$ cat config.mk
export PLATFORM = sky130hd
export DESIGN_NAME = vr_softstart_seq
export DESIGN_NICKNAME = d
export VERILOG_FILES = /design/src/rtl/vrss_pkg.sv /design/src/rtl/vrss_vid_filter.sv /design/src/rtl/vrss_ramp.sv /design/src/rtl/vrss_fsm.sv /design/src/rtl/vr_softstart_seq.sv
export SDC_FILE = /design/constraint.sdc
export NUM_CORES = 1
export LEC_CHECK = 0
export BUFFER_PORTS_ARGS = -buffer_cell sky130_fd_sc_hd__buf_4
export CAP_MARGIN = 0
export CORE_AREA = 2 2 87 106
export DETAILED_ROUTE_END_ITERATION = 10
export DIE_AREA = 0 0 89 108
export PLACE_DENSITY_LB_ADDON = 0.05
export SYNTH_ARGS = -nofsm -noshare
export SYNTH_HDL_FRONTEND = slang
export SYNTH_SLANG_ARGS = --single-unit
$ cat constraint.sdc
create_clock -name clk -period 3.8 [get_ports clk]
set_clock_uncertainty 0.15 [all_clocks]
set_input_delay 0.76 -clock clk [delete_from_list [all_inputs] [get_ports clk]]
set_output_delay 0.76 -clock clk [all_outputs]
set_load 0.03 [all_outputs]
$ cat src/rtl/vrss_pkg.sv
`timescale 1ns/1ps
// Shared types for the soft-start sequencer.
// Assumes: the state codes are visible on a debug port and must not be renumbered.
package vrss_pkg;

    typedef enum logic [2:0] {
        ST_SHUT  = 3'd0,
        ST_DELAY = 3'd1,
        ST_RAMP1 = 3'd2,
        ST_HOLD  = 3'd3,
        ST_RAMP2 = 3'd4,
        ST_REG   = 3'd5,
        ST_OFF   = 3'd6
    } seq_state_e;

endpackage

$ cat src/rtl/vrss_vid_filter.sv
`timescale 1ns/1ps
// VID stability filter: registers the bus and counts consecutive edges on which it is unchanged.
// Assumes: vid_in is already synchronised to clk; STABLE_CYC >= 1.
module vrss_vid_filter #(
    parameter int VID_W      = 8,
    parameter int STABLE_CYC = 125
) (
    input  logic             clk,
    input  logic             rst_n,
    input  logic [VID_W-1:0] vid_in,
    output logic [VID_W-1:0] vid_held,
    output logic             vid_valid
);
    localparam int CW = $clog2(STABLE_CYC + 1);
    localparam logic [CW-1:0] STABLE_MAX = CW'(STABLE_CYC);

    logic [VID_W-1:0] vid_q;
    logic [CW-1:0]    stable_cnt;

    // Capture the bus; restart the count on any change, saturate once it is long enough.
    always_ff @(posedge clk) begin
        if (!rst_n) begin
            vid_q      <= '0;
            stable_cnt <= '0;
        end else begin
            vid_q <= vid_in;
            if (vid_in != vid_q)
                stable_cnt <= '0;
            else if (stable_cnt != STABLE_MAX)
                stable_cnt <= stable_cnt + 1'b1;
        end
    end

    assign vid_held  = vid_q;
    assign vid_valid = (stable_cnt == STABLE_MAX);

    // A change seen at an edge must withdraw acceptance after that edge.
    assert_change_clears_valid_R5: assert property (@(posedge clk) disable iff (!rst_n)
        (vid_in != vid_q) |=> !vid_valid);

endmodule

$ cat src/rtl/vrss_ramp.sv
`timescale 1ns/1ps
// DAC ramp stepper: moves the code one step toward a target on each enabled tick.
// Assumes: clear has priority and comes from the sequencer's next-state decision.
module vrss_ramp #(
    parameter int DAC_W = 8
) (
    input  logic             clk,
    input  logic             rst_n,
    input  logic             clear,
    input  logic             run,
    input  logic             tick,
    input  logic [DAC_W-1:0] target,
    output logic [DAC_W-1:0] dac
);
    logic [DAC_W-1:0] dac_q;

    // Step up or down by one code per tick while running; zero on clear.
    always_ff @(posedge clk) begin
        if (!rst_n)
            dac_q <= '0;
        else if (clear)
            dac_q <= '0;
        else if (run && tick) begin
            if (dac_q < target)
                dac_q <= dac_q + 1'b1;
            else if (dac_q > target)
                dac_q <= dac_q - 1'b1;
        end
    end

    assign dac = dac_q;

    // Without a tick the code does not move.
    assert_no_step_without_tick_R3: assert property (@(posedge clk) disable iff (!rst_n)
        (!tick && !clear) |=> $stable(dac_q));

    // With a tick the code moves by at most one step.
    assert_single_step_R3: assert property (@(posedge clk) disable iff (!rst_n)
        (!clear) |=> (dac_q == $past(dac_q) || dac_q == $past(dac_q) + 1'b1
                      || dac_q == $past(dac_q) - 1'b1));

endmodule

$ cat src/rtl/vrss_fsm.sv
`timescale 1ns/1ps
// Sequencer control: state register, shared window timer and second-ramp target register.
// Assumes: all_ok is the AND of the three qualifiers; VID_W <= DAC_W; TD1_CYC, HOLD_CYC >= 1.
module vrss_fsm
    import vrss_pkg::*;
#(
    parameter int VID_W        = 8,
    parameter int DAC_W        = 8,
    parameter int TD1_CYC      = 340000,
    parameter int HOLD_CYC     = 21250,
    parameter int BOOT_CODE    = 176,
    parameter int OFF_CODE     = 255,
    parameter int OFFSET_STEPS = 0
) (
    input  logic             clk,
    input  logic             rst_n,
    input  logic             all_ok,
    input  logic [VID_W-1:0] vid_held,
    input  logic             vid_valid,
    input  logic [DAC_W-1:0] dac,
    output seq_state_e       state,
    output logic             ramp_clear,
    output logic             ramp_run,
    output logic [DAC_W-1:0] ramp_target
);
    localparam int TMAX = (TD1_CYC > HOLD_CYC) ? TD1_CYC : HOLD_CYC;
    localparam int TW   = $clog2(TMAX + 1);
    localparam logic [TW-1:0]    TD1_LAST  = TW'(TD1_CYC - 1);
    localparam logic [TW-1:0]    HOLD_LAST = TW'(HOLD_CYC - 1);
    localparam logic [DAC_W-1:0] BOOT      = DAC_W'(BOOT_CODE);
    localparam logic [DAC_W-1:0] OFFSET    = DAC_W'(OFFSET_STEPS);
    localparam logic [VID_W-1:0] OFFV      = VID_W'(OFF_CODE);

    seq_state_e       state_q, nxt;
    logic [TW-1:0]    tmr;
    logic [DAC_W-1:0] tgt_q, vid_tgt, vid_ext;
    logic             take_vid;

    // Translate the held VID into a step target, floored at zero.
    always_comb begin
        vid_ext = DAC_W'(vid_held);
        vid_tgt = (vid_ext > OFFSET) ? (vid_ext - OFFSET) : '0;
    end

    // Next-state decision; losing any qualifier overrides every other transition.
    always_comb begin
        nxt      = state_q;
        take_vid = 1'b0;
        case (state_q)
            ST_SHUT:  if (all_ok) nxt = ST_DELAY;
            ST_DELAY: if (tmr >= TD1_LAST) nxt = ST_RAMP1;
            ST_RAMP1: if (dac == BOOT) nxt = ST_HOLD;
            ST_HOLD: begin
                if (tmr >= HOLD_LAST && vid_valid) begin
                    if (vid_held == OFFV)
                        nxt = ST_OFF;
                    else begin
                        nxt      = ST_RAMP2;
                        take_vid = 1'b1;
                    end
                end
            end
            ST_RAMP2: if (dac == tgt_q) nxt = ST_REG;
            ST_REG:   nxt = ST_REG;
            ST_OFF:   nxt = ST_OFF;
            default:  nxt = ST_SHUT;
        endcase
        if (!all_ok)
            nxt = ST_SHUT;
    end

    // State register.
    always_ff @(posedge clk) begin
        if (!rst_n) state_q <= ST_SHUT;
        else        state_q <= nxt;
    end

    // Window timer: restarts on every state change and saturates at its top.
    always_ff @(posedge clk) begin
        if (!rst_n)
            tmr <= '0;
        else if (nxt != state_q)
            tmr <= '0;
        else if (tmr != {TW{1'b1}})
            tmr <= tmr + 1'b1;
    end

    // Second-ramp target, captured when the VID is accepted.
    always_ff @(posedge clk) begin
        if (!rst_n)        tgt_q <= BOOT;
        else if (take_vid) tgt_q <= vid_tgt;
    end

    assign state       = state_q;
    assign ramp_run    = (state_q == ST_RAMP1) || (state_q == ST_RAMP2);
    assign ramp_target = (state_q == ST_RAMP2 || state_q == ST_REG) ? tgt_q : BOOT;
    assign ramp_clear  = (nxt == ST_SHUT) || (nxt == ST_OFF);

    // Shutdown is left only when all qualifiers are present.
    assert_stay_shut_R1: assert property (@(posedge clk) disable iff (!rst_n)
        (state_q == ST_SHUT && !all_ok) |=> (state_q == ST_SHUT));

    // The hold window cannot be cut short.
    assert_hold_minimum_R5: assert property (@(posedge clk) disable iff (!rst_n)
        (state_q == ST_HOLD && tmr < HOLD_LAST && all_ok) |=> (state_q == ST_HOLD));

    // The off latch survives while the qualifiers stay high.
    assert_off_latched_R7: assert property (@(posedge clk) disable iff (!rst_n)
        (state_q == ST_OFF && all_ok) |=> (state_q == ST_OFF));

    // Regulation means the stepper sits on the captured target.
    assert_regulate_on_target_R8: assert property (@(posedge clk) disable iff (!rst_n)
        (state_q == ST_REG) |-> (dac == tgt_q));

    // A dropped qualifier forces shutdown at the next edge.
    assert_drop_to_shutdown_R9: assert property (@(posedge clk) disable iff (!rst_n)
        (!all_ok) |=> (state_q == ST_SHUT));

endmodule

$ cat src/rtl/vr_softstart_seq.sv
`timescale 1ns/1ps
// Top of the soft-start sequencer: qualifies the enables, filters VID, steps the DAC code.
// Assumes: all inputs are synchronous to clk; ss_tick is a one-cycle strobe.
module vr_softstart_seq
    import vrss_pkg::*;
#(
    parameter int VID_W        = 8,
    parameter int DAC_W        = 8,
    parameter int TD1_CYC      = 340000,
    parameter int HOLD_CYC     = 21250,
    parameter int STABLE_CYC   = 125,
    parameter int BOOT_CODE    = 176,
    parameter int OFF_CODE     = 255,
    parameter int OFFSET_STEPS = 0
) (
    input  logic             clk,
    input  logic             rst_n,
    input  logic             por_ok,
    input  logic             en_pwr_ok,
    input  logic             en_vtt_ok,
    input  logic [VID_W-1:0] vid,
    input  logic             ss_tick,
    output logic [DAC_W-1:0] dac_code,
    output logic             pwm_oe,
    output logic             vr_ready,
    output logic [2:0]       state_dbg
);
    logic             all_ok;
    logic [VID_W-1:0] vid_held;
    logic             vid_valid;
    logic             ramp_clear, ramp_run;
    logic [DAC_W-1:0] ramp_target;
    seq_state_e       state;

    // All three qualifiers must be present together.
    assign all_ok = por_ok & en_pwr_ok & en_vtt_ok;

    vrss_vid_filter #(
        .VID_W      (VID_W),
        .STABLE_CYC (STABLE_CYC)
    ) i_vid_filter (
        .clk       (clk),
        .rst_n     (rst_n),
        .vid_in    (vid),
        .vid_held  (vid_held),
        .vid_valid (vid_valid)
    );

    vrss_fsm #(
        .VID_W        (VID_W),
        .DAC_W        (DAC_W),
        .TD1_CYC      (TD1_CYC),
        .HOLD_CYC     (HOLD_CYC),
        .BOOT_CODE    (BOOT_CODE),
        .OFF_CODE     (OFF_CODE),
        .OFFSET_STEPS (OFFSET_STEPS)
    ) i_fsm (
        .clk         (clk),
        .rst_n       (rst_n),
        .all_ok      (all_ok),
        .vid_held    (vid_held),
        .vid_valid   (vid_valid),
        .dac         (dac_code),
        .state       (state),
        .ramp_clear  (ramp_clear),
        .ramp_run    (ramp_run),
        .ramp_target (ramp_target)
    );

    vrss_ramp #(
        .DAC_W (DAC_W)
    ) i_ramp (
        .clk    (clk),
        .rst_n  (rst_n),
        .clear  (ramp_clear),
        .run    (ramp_run),
        .tick   (ss_tick),
        .target (ramp_target),
        .dac    (dac_code)
    );

    // Phase outputs are driven except in shutdown and in the off latch.
    assign pwm_oe    = (state != ST_SHUT) && (state != ST_OFF);
    assign vr_ready  = (state == ST_REG);
    assign state_dbg = state;

    // The stepper is zeroed at the same edge that a lost qualifier forces shutdown.
    assert_dac_zero_on_drop_R9: assert property (@(posedge clk) disable iff (!rst_n)
        (!all_ok) |=> (dac_code == '0 && !vr_ready && !pwm_oe));

    // Without all qualifiers the phase drivers are never enabled.
    assert_tristate_when_unqualified_R1: assert property (@(posedge clk) disable iff (!rst_n)
        (!all_ok && state == ST_SHUT) |=> !pwm_oe);

endmodule

* Yosys cells after proc, flatten, opt, wreduce, memory -nomap -nowiden
Cells that the tools add are included.
Operators by class: $add $sub $neg 4, multiply operators 0, divide/modulo/power cells 0, magnitude comparators 5, equality and inequality tests 16, shift-type cells 0, muxes and demuxes 14, bitwise logic cells 3, reduce and logical (&&, ||, !) cells 14
Operators with widths (count):
- 8-bit two-way mux | 4
- 3-bit one-hot mux with 7 select lines | 1
- 19-bit by 1-bit adder with 19-bit output (second input constant) | 1
- 19-bit by 15-bit greater-or-equal comparator with 1-bit output (second input constant) | 1
- 19-bit greater-or-equal comparator (second input constant) | 1
- 19-bit inequality test (second input constant) | 1
- 8-bit == test (second input constant) | 2
- 3-bit two-way mux | 5
- 3-bit == test (second input constant) | 4
- 8-bit by 1-bit adder with 8-bit output (second input constant) | 1
- 8-bit == test | 1
- 8-bit by 1-bit greater-than comparator with 1-bit output (second input constant) | 1
- 8-bit greater-than comparator | 1
- 8-bit < comparator | 1
- 8-bit inequality test | 1
- 8-bit by 1-bit subtractor with 8-bit output (second input constant) | 1
- 7-bit by 1-bit adder with 7-bit output (second input constant) | 1
- 7-bit == test (second input constant) | 1
- 7-bit inequality test (second input constant) | 1
- 3-bit by 2-bit == test with 1-bit output (second input constant) | 2
- 3-bit logical NOT | 2
- 2-bit OR reduction | 3
- 3-bit by 1-bit == test with 1-bit output (second input constant) | 1
- 1-bit logical AND | 3
- other kinds (10) | 15
Word-level totals: register bits 53, bits in latches 0, bits in writable memories 0, memory bits (read-only) 0, bits of input ports 14, output and inout port bits 13, word-level logic and storage cells 62, memories 0

* Longest topological paths before layout
Gate-level depths: netlist of run 1.
word-level depth 8, depth in mapped cells 17

* Cells and area by module
Synthesis of run 1 repeated with hierarchy kept, for this count alone.
Second synthesis, totals: cells, all modules 379, area total of the unflattened synthesis 3309.4 sq um
Modules (own cells, without submodules):
- vrss_fsm | instances 1, cells an instance 218, area each 1856.8 sq um, sequential area each 600.6 sq um
- vrss_ramp | instances 1, cells an instance 97, area each 800.8 sq um, sequential area each 160.2 sq um
- vrss_vid_filter | instances 1, cells an instance 59, area each 623.1 sq um, sequential area each 300.3 sq um
- vr_softstart_seq | instances 1, cells an instance 5, area each 28.8 sq um, sequential area each 0.0 sq um

* Least setup slack after synthesis of run 1
No wires, ideal clock.
path type register to register, from register i_fsm.state_q[2] (netlist: i_fsm.state[2]), to register i_ramp.dac_q[7] (netlist: i_ramp.dac[7]), library setup time 0.072 ns, arrival time 4.142 ns, required time 3.578 ns, slack -0.563 ns, stages on the path, launching flop included 18, path buffers 1, clock period less this slack 4.363 ns, cell sequence dfxtp_1 buf_1 nor2b_1 nand2_1 ha_1 nor2b_1 o211ai_1 a21oi_1 a211oi_1 inv_1 ha_1 a21o_1 a211oi_1 nor2_1 o41ai_1 xnor2_1 or3_1 a21oi_1
Between the ends: cells in the longest elaborated chain, start to end 6, elaborated cells between the ends (all ways) 26
RTL lines:
- start: declaration | RTL line vrss_fsm.sv:34 | seq_state_e state_q, nxt;
- start signal: assignment | RTL line vrss_fsm.sv:75 | else state_q <= nxt;
- 3-bit == test (tied with other cells) | RTL line vrss_fsm.sv:49, vrss_fsm.sv:95, vrss_fsm.sv:96
- 1-bit logical OR or 3-bit one-hot mux with 7 select lines (tied branches) | RTL line vrss_fsm.sv:96, vrss_fsm.sv:49
- 8-bit two-way mux or 3-bit two-way mux (tied branches) | RTL line vrss_fsm.sv:96, vrss_fsm.sv:68
- 8-bit greater-than comparator (tied with other cells) | RTL line vrss_ramp.sv:26 | else if (dac_q > target)
- 2-bit nonzero test (no source line) or 1-bit logical OR (tied branches)
- 2-bit AND reduction (no source line) or 2-bit OR reduction (tied branches)
- end signal: assignment | RTL line vrss_ramp.sv:25 | dac_q <= dac_q + 1'b1;
- end signal: assignment | RTL line vrss_ramp.sv:27 | dac_q <= dac_q - 1'b1;
- end: declaration | RTL line vrss_ramp.sv:15 | logic [DAC_W-1:0] dac_q;
Several ways; a longest one is shown, not always the timed one. A chain may end at the register's enable or synchronous reset.

* Worst setup path in the final report of run 1
Ends and elaborated chain as after synthesis.

==> results.sh, run 1 <==
export IMPL_cts_tree="done"
export IMPL_vdd_drop_max_v=0.000170
export IMPL_ys_flop_type="dfxtp_1"
export IMPL_grt_met1_usage_pct=19.2
export IMPL_final_common_cell="dfxtp_1"
export IMPL_core_area_sq_um=8520
export IMPL_post_route_cell_area_sq_um=3590
export IMPL_gp_congestion=0.836
export IMPL_top_usage_layer="met2"
export IMPL_dr_first_iter_drc_count=45
export IMPL_via_count=2606
export IMPL_critPathMaxStageDelay_ps=390
export IMPL_ys_seq_elements=53
export IMPL_instances_no_fill=505
export IMPL_whs_ps=405
export IMPL_antenna_cells=0
export IMPL_min_path_cells=2
export IMPL_die_height_um=108
export IMPL_synth_edf_count=0
export IMPL_cts_buffer_depth=2
export IMPL_whs_endpoint="i_vid_filter.stable_cnt[6]"
export IMPL_p_leak_uw=0.00149
export IMPL_fin_crit_sh_pct=93.0
export IMPL_grt_pass1_vias=2624
export IMPL_synth_cells=352
export IMPL_place_port_buffers=26
export IMPL_setup_viol=0
export IMPL_maxCapViolCount=0
export IMPL_pin_count=27
export IMPL_r2r_cells=16
export IMPL_synth_area_leaders="dfxtp_1, ha_1, xor2_1, xnor2_1, nor2_1"
export IMPL_maxSlewViolCount=0
export IMPL_reg2reg_from="i_fsm.state[2]"
export IMPL_grt_ovfl_total=0
export IMPL_synthArstFlopShare_pct=0
export IMPL_cp_slowest_cell="dfxtp_2"
export IMPL_crit_fanout=7
export IMPL_num_fill_cells=916
export IMPL_antenna_found_initial=0
export IMPL_hold_path_class="flip-flop to flip-flop"
export IMPL_critPathKind="flip-flop to flip-flop"
export IMPL_r2r_slack_ps=260
export IMPL_synth_net_count=385
export IMPL_cts_hold_buf=0
export IMPL_numCtsBuffers=5
export IMPL_fmax_mhz=283
export IMPL_ys_seq_area_share_pct=34.4
export IMPL_slew_headroom_pct=43.0
export IMPL_synth_top_area_share_pct=34.4
export IMPL_grt_use_met2_pct=29.5
export IMPL_dp_final_hpwl_um=5560
export IMPL_dpl_cell_area_sq_um=3460
export IMPL_cp_data_arrival_time_ps=3620
export IMPL_clk_pin_slew_ps=100
export IMPL_crit_chain="nor2b_4 -> nand2_1 -> ha_1 -> nor2b_1 -> o211ai_1 -> a21oi_1 -> a211oi_2 -> inv_2 -> ha_1 -> a21o_1 -> a211oi_1 -> nor2_1 -> o41ai_2 -> xnor2_1 -> or3_1 -> a21oi_1"
export IMPL_clock_sinks=53
export IMPL_nets=420
export IMPL_via_per_inst=5.16
export IMPL_synth_warnings=0
export IMPL_r2r_end="i_ramp.dac[7]"
export IMPL_die_w_um=89
export IMPL_synth_largest_area_cell="dfxtp_1"
export IMPL_synth_cell_types=51
export IMPL_final_cell_mix="dfxtp_1, nor2_1, buf_4"
export IMPL_worstSetupEndpointType="flip-flop"
export IMPL_clock_root_buffer="clkbuf_8"
export IMPL_track_usage_pct=16.3
export IMPL_synth_cell_area_sq_um=3080
export IMPL_startpoint_type="flip-flop"
export IMPL_grt_max_degree=20
export IMPL_drcViolationCount=0
export IMPL_start_util_pct=36.2
export IMPL_run_status="complete, no violations"
export IMPL_clk_latency_ps=310
export IMPL_power_density_nw_per_um2=281
export IMPL_met3_usage_pct=3.21
export IMPL_period_minus_slack_ps=3540
export IMPL_postSynthAreaPerCell_sq_um=8.76
export IMPL_drtPass1Iterations=4
export IMPL_layout_drive_gt1_share_pct=16.8
export IMPL_hold_violations=0
export IMPL_min_from="i_vid_filter.stable_cnt[6]"
export IMPL_wl_per_cell_um=14.5
export IMPL_tightest_slew_ps=848
export IMPL_syn_to_final_growth_pct=16.4
export IMPL_cts_htree_levels=2
export IMPL_detail_route_antenna_nets=0
export IMPL_placed_cells=497
export IMPL_fp_row_count=37
export IMPL_grt_pass1_wl_um=12300
export IMPL_fp_dieArea_sq_um=9610
export IMPL_routed_wl_um=7340
export IMPL_final_setup_tns_ps=0
export IMPL_setup_worst_path_start="i_fsm.state[2]"
export IMPL_required_ps=3880
==> routing by layer <==
layer	share of wire [%]	wire [um]
met1	45	3290
met2	52	3790
met3	2.2	163
met4	1.3	94
met5	0	0
==> final cells by class <==
class	instances	area, sq um	share of cell area, %
inverter	9	33.8	0.941
tap	117	146	4.08
clock inverter	3	43.8	1.22
multi-input combinational	282	1960	54.7
timing repair buffer	36	270	7.53
clock buffer	5	68.8	1.92
sequential	53	1060	29.6
==> sequential cells by signal (all words and copies together), names as in the netlist <==
register and count:
i_fsm.tmr 19, i_fsm.tgt_q 8, i_ramp.dac 8, i_vid_filter.vid_held 8
i_vid_filter.stable_cnt 7, i_fsm.state 3
==> what timing repair did <==
action,in CTS,in global routing
setup endpoints to repair,0,1
gates resized for setup,0,4
setup buffers,0,0
hold endpoints to repair,0,0
==> cell families after synthesis <==
family / count (synthesis) / synth area share, %
and+or+nand+nor: 155 / 26.8
muxes: 7 / 2.27
buffers and inverters: 17 / 2.68
DFF: 53 / 34.4
AOI/OAI and AO/OA: 58 / 13.7
xor gates and xnor gates: 43 / 12.2
adders and majority gates: 19 / 7.95
==> metrics by stage <==
stage / worst slack, ps / power (uW) / util (%)
finish: 264 / 1010 / 42.1
global route: -19.5 / 1060 / 42.1
CTS: 112 / 1030 / 42.0
detailed placement: 149 / 631 / 40.6
global placement: 219 / 631 / 40.6
floorplan: 5.93 / 612 / -
==> report_power, final <==
| group | switching [uW] | internal, uW | leakage [uW] |
|---|---|---|---|
| sequential | 10.9 | 563 | 0.000431 |
| clock | 195 | 198 | 0.0000585 |
| combinational | 21.9 | 21.5 | 0.00100 |
| total | 228 | 782 | 0.00149 |
==> synth_stat cells (all sizes together), types with 3 or more instances <==
library cell and n:
clkbuf 5, dfxtp 53, a21oi 15, nor2 49
xnor2 21, or3 4, nand3 14, xor2 22
o311ai 3, nor3 11, buf 3, nand2 20
o221a 4, and2 14, ha 18, nor2b 5
mux2i 7, nor4 10, and3 7, inv 9
o21ai 10, nand4 13, a21o 8, a211oi 6
==> critical path, delay by kind of cell (launching register included) <==
kind	cells	cell delay, ps
simple gates	5	840
xor+xnor	1	110
buf+inv	1	130
flops	1	390
fa+ha+maj	2	580
compound gates	7	1270
==> worst max-delay path by stage <==
stage | end | cells past startpoint
2_1_floorplan | i_ramp.dac[7] | 17
3_3_place_gp | i_ramp.dac[7] | 16
3_5_place_dp | i_ramp.dac[7] | 16
4_1_cts | i_ramp.dac[7] | 16
5_1_grt | i_ramp.dac[7] | 16
6_report | i_ramp.dac[7] | 16
(Power assumes the default switching activity.)
==> run 2, diff against run 1 <==
- CORE_AREA: 2 2 87 106 -> 2 2 90 109
- DIE_AREA: 0 0 89 108 -> 0 0 92 111
- SYNTH_HIERARCHICAL: default -> 1
==> results.sh, run 2 <==
export IMPL_clock_sinks=53
export IMPL_worstSetupEndpointType="flip-flop"
export IMPL_track_usage_pct=15.7
export IMPL_syn_to_final_growth_pct=15.3
export IMPL_setup_viol=0
export IMPL_core_area_sq_um=9270
export IMPL_whs_endpoint="i_vid_filter/stable_cnt[6]"
export IMPL_dp_final_hpwl_um=5820
export IMPL_slew_headroom_pct=54.7
export IMPL_final_common_cell="dfxtp_1"
export IMPL_cts_buffer_depth=2
export IMPL_clk_pin_slew_ps=70
export IMPL_vdd_drop_max_v=0.000130
export IMPL_top_usage_layer="met2"
export IMPL_startpoint_type="flip-flop"
export IMPL_ys_seq_area_share_pct=32.1
export IMPL_routed_wl_um=7590
export IMPL_drcViolationCount=0
export IMPL_synth_net_count=412
export IMPL_grt_pass1_vias=2588
export IMPL_post_cts_setup_buffers=0
export IMPL_min_from="i_vid_filter/stable_cnt[6]"
export IMPL_final_cell_mix="dfxtp_1, nand2_1, buf_4"
export IMPL_synth_common_cells="dfxtp_1, nand2_1, nor2_1"
export IMPL_run_status="complete, no violations"
export IMPL_nets=444
export IMPL_numCtsBuffers=5
export IMPL_largest_reg_flops=19
export IMPL_synth_edf_count=0
export IMPL_pin_count=27
export IMPL_hold_path_class="flip-flop to flip-flop"
export IMPL_hold_violations=0
export IMPL_r2r_cells=15
export IMPL_synth_cell_area_sq_um=3310
export IMPL_maxCapViolCount=0
export IMPL_synth_warnings=6
export IMPL_cts_resized=0
export IMPL_synth_top_area_share_pct=32.1
export IMPL_r2r_slack_ps=340
export IMPL_grt_ovfl_total=0
export IMPL_top_register="i_fsm/tmr"
export IMPL_fmax_mhz=289
export IMPL_postSynthAreaPerCell_sq_um=8.73
export IMPL_die_height_um=111
export IMPL_power_density_nw_per_um2=297
export IMPL_reg2reg_from="i_fsm/state[2]"
export IMPL_cts_tree="done"
export IMPL_drtPass1Iterations=4
export IMPL_synth_largest_area_cell="dfxtp_1"
export IMPL_grt_max_degree=23
export IMPL_synthSimpleGateAreaFrac_pct=28.0
export IMPL_synth_top_family_by_area="simple AND/OR/NAND/NOR gates"
export IMPL_required_ps=3890
export IMPL_synth_area_leaders="dfxtp_1, ha_1, xnor2_1, xor2_1, nand2_1"
export IMPL_finalPower_uw=1130
export IMPL_clock_root_buffer="clkbuf_16"
export IMPL_crit_fanout=10
export IMPL_yosys_area_share_adder_pct=7.41
export IMPL_cts_hold_buf=0
export IMPL_cts_htree_levels=2
export IMPL_synthArstFlopShare_pct=0
export IMPL_maxSlewViolCount=0
export IMPL_period_minus_slack_ps=3460
export IMPL_antenna_cells=0
export IMPL_num_fill_cells=958
export IMPL_die_w_um=92
export IMPL_grt_use_met2_pct=26.8
export IMPL_synth_xor_area_share_pct=10.3
export IMPL_detail_route_antenna_nets=0
export IMPL_min_path_cells=1
export IMPL_dr_first_iter_drc_count=73
export IMPL_ys_seq_elements=53
export IMPL_antenna_found_initial=0
export IMPL_tightest_slew_ps=671
export IMPL_r2r_end="i_ramp/dac[7]"
export IMPL_grt_pass1_wl_um=13100
export IMPL_clk_latency_ps=290
export IMPL_fin_crit_sh_pct=91.1
export IMPL_wl_per_cell_um=14.2
export IMPL_critPathKind="flip-flop to flip-flop"
export IMPL_synth_compound_area_share_pct=14.6
export IMPL_grt_met1_usage_pct=20.4
export IMPL_fp_dieArea_sq_um=10200
export IMPL_synth_mux_area_share_pct=3.67
export IMPL_final_setup_tns_ps=0
export IMPL_via_count=2769
export IMPL_start_util_pct=35.7
export IMPL_met3_usage_pct=2.45
export IMPL_layout_drive_gt1_share_pct=17.5
export IMPL_rsz0062_at_grt="no"
export IMPL_synth_cell_types=59
export IMPL_yosysMostFrequentCell="dfxtp_1"
export IMPL_via_per_inst=5.19
export IMPL_gp_congestion=0.804
export IMPL_place_port_buffers=26
export IMPL_p_leak_uw=0.00145
export IMPL_synth_cells=379
export IMPL_fp_row_count=39
export IMPL_ys_flop_type="dfxtp_1"
export IMPL_cp_data_arrival_time_ps=3550
run 2: cells by family after synthesis:
| logic type | Yosys count |
|---|---|
| AO/OA/AOI/OAI | 66 |
| AND/OR/NAND/NOR | 164 |
| adder cells (fa/ha/maj) | 19 |
| multiplexers | 12 |
| flip-flops | 53 |
| XOR/XNOR | 39 |
| buffers and inverters | 26 |
run 2: cell type report:
type                       instances  area [sq um]  area share (%)
timing repair buffer              35           263            6.89
clock inverter                     2          35.0           0.918
sequential                        53          1060            27.8
clock buffer                       5           125            3.28
tap                              123           154            4.03
inverter                          16          60.1            1.57
multi-input combinational        300          2120            55.5
run 2: where the power goes:
group / switching [uW] / internal (uW) / total, uW
logic: 28.3 / 26.3 / 54.6
clock network: 200 / 306 / 506
registers: 10.3 / 563 / 573
total: 238 / 895 / 1130
run 2: how the worst max path moves through the flow:
stage                               end      startpoint  slack [ps]
after CTS                 i_ramp/dac[7]  i_fsm/state[2]         350
after floorplan           i_ramp/dac[7]  i_fsm/state[2]         360
after detailed placement  i_ramp/dac[7]  i_fsm/state[2]         360
after global placement    i_ramp/dac[7]  i_fsm/state[2]         460
final                     i_ramp/dac[7]  i_fsm/state[2]         340
after global routing      i_ramp/dac[7]  i_fsm/state[2]          40
run 2: worst max-delay path: stages, from the launching register on:
cell,delay (ps)
dfxtp_1,330
nor2b_4,220
and2_1,150
inv_1,40
ha_1,270
nor2b_1,130
o31ai_1,270
a21bo_2,200
nand2_1,230
ha_1,430
a21oi_1,190
o21ai_0,110
nor2_1,240
nand3_1,120
o221a_1,240
nand3b_1,70
run 2: routing by layer:
metal	share of wire (%)	vias to the layer above
met4	1.2	0
met2	49	32
met1	47	1317
li1	-	1411
met5	0	-
met3	2.6	9
run 2: metrics by stage:
| step | setup slack, ps | instance area [sq um] | util, % | hold WS, ps | cells |
|---|---|---|---|---|---|
| 2_1_floorplan | 356 | 3310 | - | 307 | 379 |
| 3_3_place_gp | 458 | 3660 | 39.4 | 320 | 527 |
| 3_5_place_dp | 357 | 3660 | 39.4 | 333 | 527 |
| 4_1_cts | 346 | 3820 | 41.2 | 343 | 534 |
| 5_1_grt | 38.3 | 3820 | 41.2 | 378 | 534 |
| 6_report | 339 | 3820 | 41.2 | 349 | 534 |
==> run 3, diff against run 2 <==
- clock period: 3.8 -> 3.95 ns (I/O delays scaled with it)
==> results.sh, run 3 (synthesis gave the netlist of run 2 again) <==
export IMPL_track_usage_pct=15.6
export IMPL_die_w_um=92
export IMPL_fp_row_count=39
export IMPL_multi_input_area_sq_um=2120
export IMPL_power_density_nw_per_um2=275
export IMPL_grt_max_degree=23
export IMPL_grt_met1_usage_pct=20.2
export IMPL_placed_cells=523
export IMPL_via_per_inst=5.04
export IMPL_hold_violations=0
export IMPL_pin_count=27
export IMPL_grt_pass1_vias=2580
export IMPL_crit_fanout=10
export IMPL_worst_slack_ps=451
export IMPL_cts_buffer_depth=2
export IMPL_slew_headroom_pct=56.7
export IMPL_cp_slowest_cell="ha_1"
export IMPL_crit_chain="nor2b_4 -> and2_1 -> inv_1 -> ha_1 -> nor2b_1 -> o31ai_1 -> a21bo_2 -> nand2_1 -> ha_1 -> a21oi_1 -> o21ai_0 -> nor2_1 -> a211o_1 -> o221a_1 -> nand3b_1"
export IMPL_cts_hold_buf=0
export IMPL_rsz0062_at_grt="no"
export IMPL_numCtsBuffers=5
export IMPL_top_register="i_fsm/tmr"
export IMPL_required_ps=3980
export IMPL_clk_latency_ps=290
export IMPL_instances_no_fill=531
export IMPL_num_fill_cells=976
export IMPL_setup_viol=0
export IMPL_core_area_sq_um=9270
export IMPL_layout_drive_gt1_share_pct=16.7
export IMPL_cts_htree_levels=2
export IMPL_critPathMaxStageDelay_ps=430
export IMPL_maxSlewViolCount=0
export IMPL_gp_congestion=0.748
export IMPL_syn_to_final_growth_pct=13.9
export IMPL_top_usage_layer="met2"
export IMPL_startpoint_type="flip-flop"
export IMPL_grt_ovfl_total=0
export IMPL_largest_reg_flops=19
export IMPL_met3_usage_pct=2.24
export IMPL_fin_crit_sh_pct=88.6
export IMPL_dp_slack_ps=495
export IMPL_final_setup_tns_ps=0
export IMPL_dr_first_iter_drc_count=169
export IMPL_period_minus_slack_ps=3500
export IMPL_vdd_drop_max_v=0.000162
export IMPL_clk_pin_slew_ps=70
export IMPL_grt_use_met2_pct=26.6
export IMPL_dp_final_hpwl_um=5700
export IMPL_critPathKind="flip-flop to flip-flop"
export IMPL_drtPass1Iterations=5
export IMPL_place_port_buffers=26
export IMPL_final_cell_mix="dfxtp_1, nand2_1, buf_4"
export IMPL_cts_tree="done"
export IMPL_regArea_sq_um=1060
export IMPL_maxCapViolCount=0
export IMPL_detail_route_antenna_nets=0
export IMPL_antenna_found_initial=0
export IMPL_tightest_slew_ps=642
export IMPL_wl_per_cell_um=14.1
export IMPL_critPathMostFrequentCell="ha_1"
export IMPL_final_common_cell="dfxtp_1"
export IMPL_routed_wl_um=7500
export IMPL_drcViolationCount=0
export IMPL_grt_pass1_wl_um=12800
export IMPL_fmax_mhz=286
export IMPL_clock_sinks=53
export IMPL_worstSetupEndpointType="flip-flop"
export IMPL_p_leak_uw=0.00141
export IMPL_antenna_cells=0
export IMPL_post_cts_setup_buffers=0
export IMPL_cts_resized=0
export IMPL_fp_dieArea_sq_um=10200
export IMPL_start_util_pct=35.7
export IMPL_via_count=2677
export IMPL_clock_root_buffer="clkbuf_16"
export IMPL_hold_path_class="flip-flop to flip-flop"
export IMPL_run_status="complete, no violations"
export IMPL_whs_ps=343
export IMPL_cp_data_arrival_time_ps=3530
export IMPL_nets=440
export IMPL_die_height_um=111
[run 3: cell types whose count changed in the layout (fill, tap and decap cells not counted), sizes merged]
cell      previous run  this run
bufinv               1         0
buf                 35        31
clkinv               1         0
clkinvlp             0         2
clkbuf               5         6
[run 3: stage by stage]
stage / instance area (sq um) / util, % / total power (uW)
final: 3770 / 40.7 / 1040
after floorplan: 3310 / - / 595
after global placement: 3630 / 39.1 / 617
after detailed placement: 3630 / 39.1 / 617
after global routing: 3770 / 40.7 / 1090
after CTS: 3770 / 40.7 / 1060
[run 3: worst paths after layout]
check	start	end	slack [ps]	cells past startpoint
worst max-delay path	i_fsm/state[2]	i_ramp/dac[7]	450	15
worst min-delay path	i_vid_filter/stable_cnt[6]	i_vid_filter/stable_cnt[6]	340	1
worst max register to register	i_fsm/state[2]	i_ramp/dac[7]	450	15
worst min register to register	i_vid_filter/stable_cnt[6]	i_vid_filter/stable_cnt[6]	340	1
[run 3: critical path, delay by kind of cell, from the launching register on]
family	cells	cell delay (ps)
AND/OR/NAND/NOR	6	1080
AO/OA/AOI/OAI	6	1070
adder cells (fa/ha/maj)	2	700
flip-flops	1	340
buffers and inverters	1	40
[run 3: metal layers]
metal  vias up  routed length [um]
met2        36                3670
met3         6                 188
met1      1237                3540
met4         0                 109
li1       1398                   -
met5         -                   0
[run 3: where the power goes]
part	total [uW]	internal [uW]	leakage [uW]	switching (uW)
logic	52.7	25.4	0.000915	27.3
registers	551	541	0.000430	9.79
clock network	433	235	0.0000631	198
total	1040	802	0.00141	235
[run 3: area by class of cell]
cell class,instances,share of cell area (%)
multi-input combinational,300,56.2
sequential,53,28.1
clock buffer,6,3.42
inverter,16,1.59
clock inverter,2,0.398
timing repair buffer,31,6.17
tap,123,4.08
